===== src/rtl/symfir_pkg.sv =====
package symfir_pkg;

  // number of distinct coefficients for a mirrored tap set
  function automatic int unique_count(input int ntaps);
    return (ntaps + 1) / 2;
  endfunction

  // levels of a binary tree over the given leaf count
  function automatic int tree_depth(input int leaves);
    int d;
    d = 0;
    while ((1 << d) < leaves) d++;
    return d;
  endfunction

  typedef enum logic {
    PAIR_ADD = 1'b0,
    PAIR_SUB = 1'b1
  } pair_op_e;

endpackage


===== src/rtl/symfir_taps.sv =====
module symfir_taps #(
  parameter int NTAPS = 7,
  parameter int DW    = 8
) (
  input  logic                  clk,
  input  logic                  rst_n,
  input  logic                  shift,
  input  logic [DW-1:0]         din,
  output logic [NTAPS*DW-1:0]   taps
);

  // slot 0 holds the newest sample, slot NTAPS-1 the oldest
  always_ff @(posedge clk or negedge rst_n) begin
    if (!rst_n) begin
      taps <= '0;
    end else if (shift) begin
      taps <= {taps[(NTAPS-1)*DW-1:0], din};
    end
  end

endmodule


===== src/rtl/symfir_fold.sv =====
module symfir_fold #(
  parameter int NTAPS = 7,
  parameter int DW    = 8,
  localparam int NU   = symfir_pkg::unique_count(NTAPS),
  localparam int PW   = DW + 1,
  localparam int HALF = NTAPS / 2
) (
  input  logic                  clk,
  input  logic                  rst_n,
  input  logic                  en,
  input  symfir_pkg::pair_op_e  op,
  input  logic [NTAPS*DW-1:0]   taps,
  output logic [NU*PW-1:0]      pre
);

  localparam bit HAS_CENTRE = (NTAPS % 2) == 1;

  logic [NU*PW-1:0] pre_d;

  always_comb begin
    pre_d = '0;
    for (int j = 0; j < HALF; j++) begin
      if (op == symfir_pkg::PAIR_SUB)
        pre_d[j*PW +: PW] = PW'($signed(taps[j*DW +: DW]))
                          - PW'($signed(taps[(NTAPS-1-j)*DW +: DW]));
      else
        pre_d[j*PW +: PW] = PW'($signed(taps[j*DW +: DW]))
                          + PW'($signed(taps[(NTAPS-1-j)*DW +: DW]));
    end
    if (HAS_CENTRE) begin
      // unpaired middle tap; it carries no weight under odd symmetry
      if (op == symfir_pkg::PAIR_SUB)
        pre_d[HALF*PW +: PW] = '0;
      else
        pre_d[HALF*PW +: PW] = PW'($signed(taps[HALF*DW +: DW]));
    end
  end

  always_ff @(posedge clk or negedge rst_n) begin
    if (!rst_n) begin
      pre <= '0;
    end else if (en) begin
      pre <= pre_d;
    end
  end

endmodule


===== src/rtl/symfir_tree.sv =====
module symfir_tree #(
  parameter int NU = 4,
  parameter int PW = 9,
  parameter int CW = 8,
  localparam int LV = symfir_pkg::tree_depth(NU),
  localparam int AW = PW + CW + LV
) (
  input  logic               clk,
  input  logic               rst_n,
  input  logic               en,
  input  logic [NU*PW-1:0]   pre,
  input  logic [NU*CW-1:0]   coefs,
  output logic [AW-1:0]      sum
);

  localparam int LEAVES = 1 << LV;
  localparam int NODES  = 2 * LEAVES - 1;

  logic signed [AW-1:0] prod [NU];
  // heap layout: node 0 is the root, leaves sit at LEAVES-1 and up
  logic signed [AW-1:0] node [NODES];

  always_comb begin
    for (int j = 0; j < NU; j++) begin
      prod[j] = AW'($signed(pre[j*PW +: PW])) * AW'($signed(coefs[j*CW +: CW]));
    end
  end

  always_ff @(posedge clk or negedge rst_n) begin
    if (!rst_n) begin
      for (int i = 0; i < NODES; i++) node[i] <= '0;
    end else if (en) begin
      for (int j = 0; j < LEAVES; j++) begin
        if (j < NU) node[LEAVES-1+j] <= prod[j];
        else        node[LEAVES-1+j] <= '0;
      end
      for (int i = 0; i < LEAVES - 1; i++) begin
        node[i] <= node[2*i+1] + node[2*i+2];
      end
    end
  end

  assign sum = node[0];

endmodule


===== src/rtl/symfir.sv =====
module symfir #(
  parameter int NTAPS = 7,
  parameter int DW    = 8,
  parameter int CW    = 8,
  localparam int NU   = symfir_pkg::unique_count(NTAPS),
  localparam int LV   = symfir_pkg::tree_depth(NU),
  localparam int AW   = DW + 1 + CW + LV
) (
  input  logic               clk,
  input  logic               rst_n,
  input  logic               odd_sym,
  input  logic [NU*CW-1:0]   coef_half,
  input  logic               smp_valid,
  output logic               smp_ready,
  input  logic [DW-1:0]      smp_data,
  output logic               res_valid,
  input  logic               res_ready,
  output logic [AW-1:0]      res_data
);

  localparam int PW     = DW + 1;
  localparam int STAGES = 3 + LV;   // taps, pre-combine, product, tree levels

  logic                  adv;
  logic                  take;
  logic [NTAPS*DW-1:0]   taps;
  logic [NU*PW-1:0]      pre;
  logic [STAGES-1:0]     vld;
  symfir_pkg::pair_op_e  op;

  // the whole pipeline moves unless a finished result is waiting
  assign adv       = !res_valid || res_ready;
  assign smp_ready = adv;
  assign take      = smp_valid && adv;
  assign op        = symfir_pkg::pair_op_e'(odd_sym);

  symfir_taps #(.NTAPS(NTAPS), .DW(DW)) u_taps (
    .clk   (clk),
    .rst_n (rst_n),
    .shift (take),
    .din   (smp_data),
    .taps  (taps)
  );

  symfir_fold #(.NTAPS(NTAPS), .DW(DW)) u_fold (
    .clk   (clk),
    .rst_n (rst_n),
    .en    (adv),
    .op    (op),
    .taps  (taps),
    .pre   (pre)
  );

  symfir_tree #(.NU(NU), .PW(PW), .CW(CW)) u_tree (
    .clk   (clk),
    .rst_n (rst_n),
    .en    (adv),
    .pre   (pre),
    .coefs (coef_half),
    .sum   (res_data)
  );

  always_ff @(posedge clk or negedge rst_n) begin
    if (!rst_n) begin
      vld <= '0;
    end else if (adv) begin
      vld <= {vld[STAGES-2:0], take};
    end
  end

  assign res_valid = vld[STAGES-1];

endmodule


===== config.mk =====
export PLATFORM = sky130hd
export DESIGN_NAME = symfir
export DESIGN_NICKNAME = d
export VERILOG_FILES = /design/src/rtl/symfir_pkg.sv /design/src/rtl/symfir_taps.sv /design/src/rtl/symfir_fold.sv /design/src/rtl/symfir_tree.sv /design/src/rtl/symfir.sv
export SDC_FILE = /design/constraint.sdc
export NUM_CORES = 1
export LEC_CHECK = 0
export BUFFER_PORTS_ARGS = -buffer_cell sky130_fd_sc_hd__clkbuf_2
export CAP_MARGIN = 30
export CORE_ASPECT_RATIO = 0.8
export CORE_MARGIN = 3
export CORE_UTILIZATION = 54
export DETAILED_ROUTE_END_ITERATION = 10
export GPL_TIMING_DRIVEN = 0
export PLACE_DENSITY = 0.72
export SKIP_LAST_GASP = 1
export SLEW_MARGIN = 20
export SYNTH_ARGS = -nofsm -noshare
export SYNTH_HDL_FRONTEND = slang
export SYNTH_SLANG_ARGS = --single-unit

===== constraint.sdc =====
create_clock -name clk -period 5.86 [get_ports clk]
set_input_delay 0.879 -clock clk [delete_from_list [all_inputs] [get_ports clk]]
set_output_delay 0.879 -clock clk [all_outputs]
set_load 0.02 [all_outputs]

==> results.py <==
metrics = {
    "final_layout": {
        "n_antenna_cell": 0,
        "nFillCells": 3588,
        "fin_nets": 3068,
        "final_cells": 3134,
        "drive_above_1_share_pct": 7.07,
        "multi_input_area_um2": 15500,
        "area_delta_synth_final_pct": 7.82,
        "seq_area_um2": 5530,
    },
    "yosys": {
        "synth_edf_count": 0,
        "synthDistinctLibCells": 64,
        "synth_nets": 2984,
        "synth_top_flop_cell": "dfrtp_1",
        "yosysSeqAreaShare_pct": 24.2,
        "syn-cell-area_um2": 22900,
        "ys.warnings.count": 0,
        "synthArstFlopShare_pct": 100,
        "synth_cells": 2490,
        "syn_avg_cell_area_um2": 9.19,
        "ys_ff_latch": 221,
        "yosysTopAreaCell": "dfrtp_1",
        "ys_top_cells_by_area": "dfrtp_1 24%, fa_1 22%, ha_1 11%",
        "yosysTopAreaCellShare_pct": 24.2,
    },
    "die": {
        "core_um2": 41200,
        "die_area_um2": 44900,
        "start_util_pct": 55.5,
        "core.rowCount": 66,
        "die_w_um": 236,
        "io_pins": 66,
        "die_h_um": 190,
    },
    "timing": {
        "max_freq_mhz": 193,
        "tightest_slew_ns": 1.08,
        "setup-tns-final_ns": 0,
        "finalSetupViolations": 0,
        "fin_crit_ns": 5.18,
        "finClkSkew_ns": 0.0103,
        "rsz0062_at_grt": "false",
        "finalCritPeriodShare_pct": 88.3,
        "slew-limit-headroom_pct": 28.3,
        "hold_viol": 0,
        "report.final.slew_viol_count": 0,
    },
    "critical_path": {
        "timing.rr.start": "u_fold.pre[34]",
        "critPathCaptureType": "flop",
        "cp_data_required_time_ns": 6.24,
        "crit_chain": "clkbuf_1, nand2_1, inv_1, fa_1, inv_1, fa_1, inv_1, fa_1, inv_1, fa_1, inv_1, ha_1, a21o_1, a21oi_1, o21ai_0, a211oi_1, xor2_1, o21ai_0",
        "path_class": "input port to flop",
        "cp_common_cell": "inv_1",
        "path_buf_inv": 6,
        "startpoint_type": "input port",
        "critPathTopFamily": "adder cells",
        "cp_slowest_cell": "fa_1",
        "worst_path_largest_cell_delay_ns": 0.61,
        "critPathLaunch": "coef_half[10]",
        "critPathArrivalTime_ns": 5.56,
        "worstPathMaxFanout": 9,
    },
    "place": {
        "io_buffers": 56,
        "placedCellCount": 3094,
        "routabilityCongestion": 0.895,
        "hpwl_um": 47000,
    },
    "clock_tree": {
        "cts_buffer_depth": 3,
        "post_cts_buffers": 0,
        "cts_resized": 0,
        "cts_hold_buf": 0,
        "htreeDepth": 1,
        "cts_buffers": 22,
        "clk_pin_slew_ns": 0.07,
        "insertion_delay_ns": 0.52,
        "cts_tree": "built",
        "cts_root_buf": "clkbuf_16",
        "cts.sinks": 221,
    },
    "routing": {
        "num_vias": 17800,
        "firstDrtPassIters": 5,
        "wl_met3_um": 3550,
        "top_layer": "met4",
        "drc": 0,
        "wl_per_cell_um": 18.8,
        "m1WireLength_um": 27200,
        "via_per_inst": 5.67,
        "dr_wl_met2_um": 27200,
        "drt_iter0_drc": 1459,
        "drt_wl_total_um": 58800,
        "ant_nets": 0,
    },
    "min_path": {
        "min_path_type": "input port to asynchronous set/reset pin",
    },
    "run_status": {
        "outcome": "complete, no violations",
    },
    "global_routing": {
        "grt_first_pass_wirelength_um": 96900,
        "grt_overflow": 0,
        "grt_use_total_pct": 26.8,
        "grt_pass1_vias": 18000,
        "antenna_found_initial": 0,
        "grt_start_max_net_pins": 93,
    },
    "flow_run": {
        "maxCapViolCount": 0,
    },
}
[Yosys cell counts, types with 4 or more instances]
cell type and count:
a21oi_1 130, and2_1 171, buf_1 10, dfrtp_1 221, o221a_2 4, o41ai_1 5
mux2_2 48, xnor2_1 76, buf_2 5, clkbuf_1 55, nand3b_1 14, nor2_1 129
nand2_1 269, nor4_1 10, o211ai_1 9, a31oi_1 8, nor2b_1 20, inv_1 383
and3_1 17, a2111oi_0 4, nor3b_1 10, or3_1 4, nand4_1 6, nand3_1 27
xor2_1 40, nor3_1 35, buf_4 19, fa_1 247, a21boi_0 4, a211oi_1 34
o21a_1 37, o31ai_1 20, o31a_1 8, a311oi_1 4, nand2b_1 19, a211o_1 4
ha_1 202, a21o_1 36, a2111o_1 4, o21bai_1 8, o21ai_0 93, mux2i_1 6
o22ai_1 4
[cells by family (layout without fill, tap and decap cells)]
group	Yosys count	count (layout)	synth area share, %
fa+ha+maj	449	449	32.7
xor+xnor	116	116	4.44
simple gates	743	743	15.9
compound gates	432	432	12.1
flops	221	221	24.2
mux	54	54	2.63
buf+inv	475	575	8.13
[sequential cells by signal, indices dropped and copies added (netlist names)]
name and cells:
u_taps.taps 56, vld 5, u_tree.node 106, u_tree.sum 19
u_fold.pre 35
[stage by stage]
step	hold slack, ns	util, %	worst slack (ns)	instance area (um^2)
after floorplan	0.430	-	0.801	22900
after global placement	0.443	57.8	-0.427	23800
after detailed placement	0.456	58.0	0.101	23900
after CTS	0.403	59.8	0.650	24700
after global routing	0.435	59.8	0.335	24700
final	0.379	59.8	0.685	24700
[path summary, 6_finish.rpt]
| path | to | slack [ns] | depth (start not counted) |
|---|---|---|---|
| setup / recovery | u_tree.node[53] | 0.68 | 18 |
| hold / removal | vld[4] | 0.38 | 1 |
| setup reg to reg | u_tree.node[15] | 0.72 | 14 |
| hold reg to reg | vld[4] | 0.47 | 1 |
| max in group asynchronous | u_taps.taps[4] | 4.26 | 3 |
| min in group clk | vld[4] | 0.47 | 1 |
[layer usage]
| layer | up-vias | track usage, % |
|---|---|---|
| met2 | 490 | 43.7 |
| met1 | 8968 | 39.2 |
| li1 | 8245 | - |
| met5 | - | 0 |
| met3 | 66 | 3.93 |
| met4 | 0 | 3.91 |
[cells in the final DEF (no fill, tap or decap), drive strengths merged, types with 48 or more instances in the layout]
cell type	synthesis	routed
a21oi	130	130
and2	172	172
clkbuf	55	143
dfrtp	221	221
fa	247	247
ha	202	202
inv	383	383
mux2	48	48
nand2	269	269
nor2	129	129
o21ai	93	93
xnor2	76	76
[layout make-up]
type                            count  area share (%)
Buffer                             89            1.67
Clock buffer                       32            2.71
Clock inverter                      8           0.289
Inverter                          386            5.88
Multi-Input combinational cell   1794            62.8
Sequential cell                   221            22.4
Tap cell                          544            2.76
Timing Repair Buffer               60            1.49
Power is left out: the tool's default activity adds up to more than one toggle a clock period on the data nets, which glitch-free logic cannot reach.
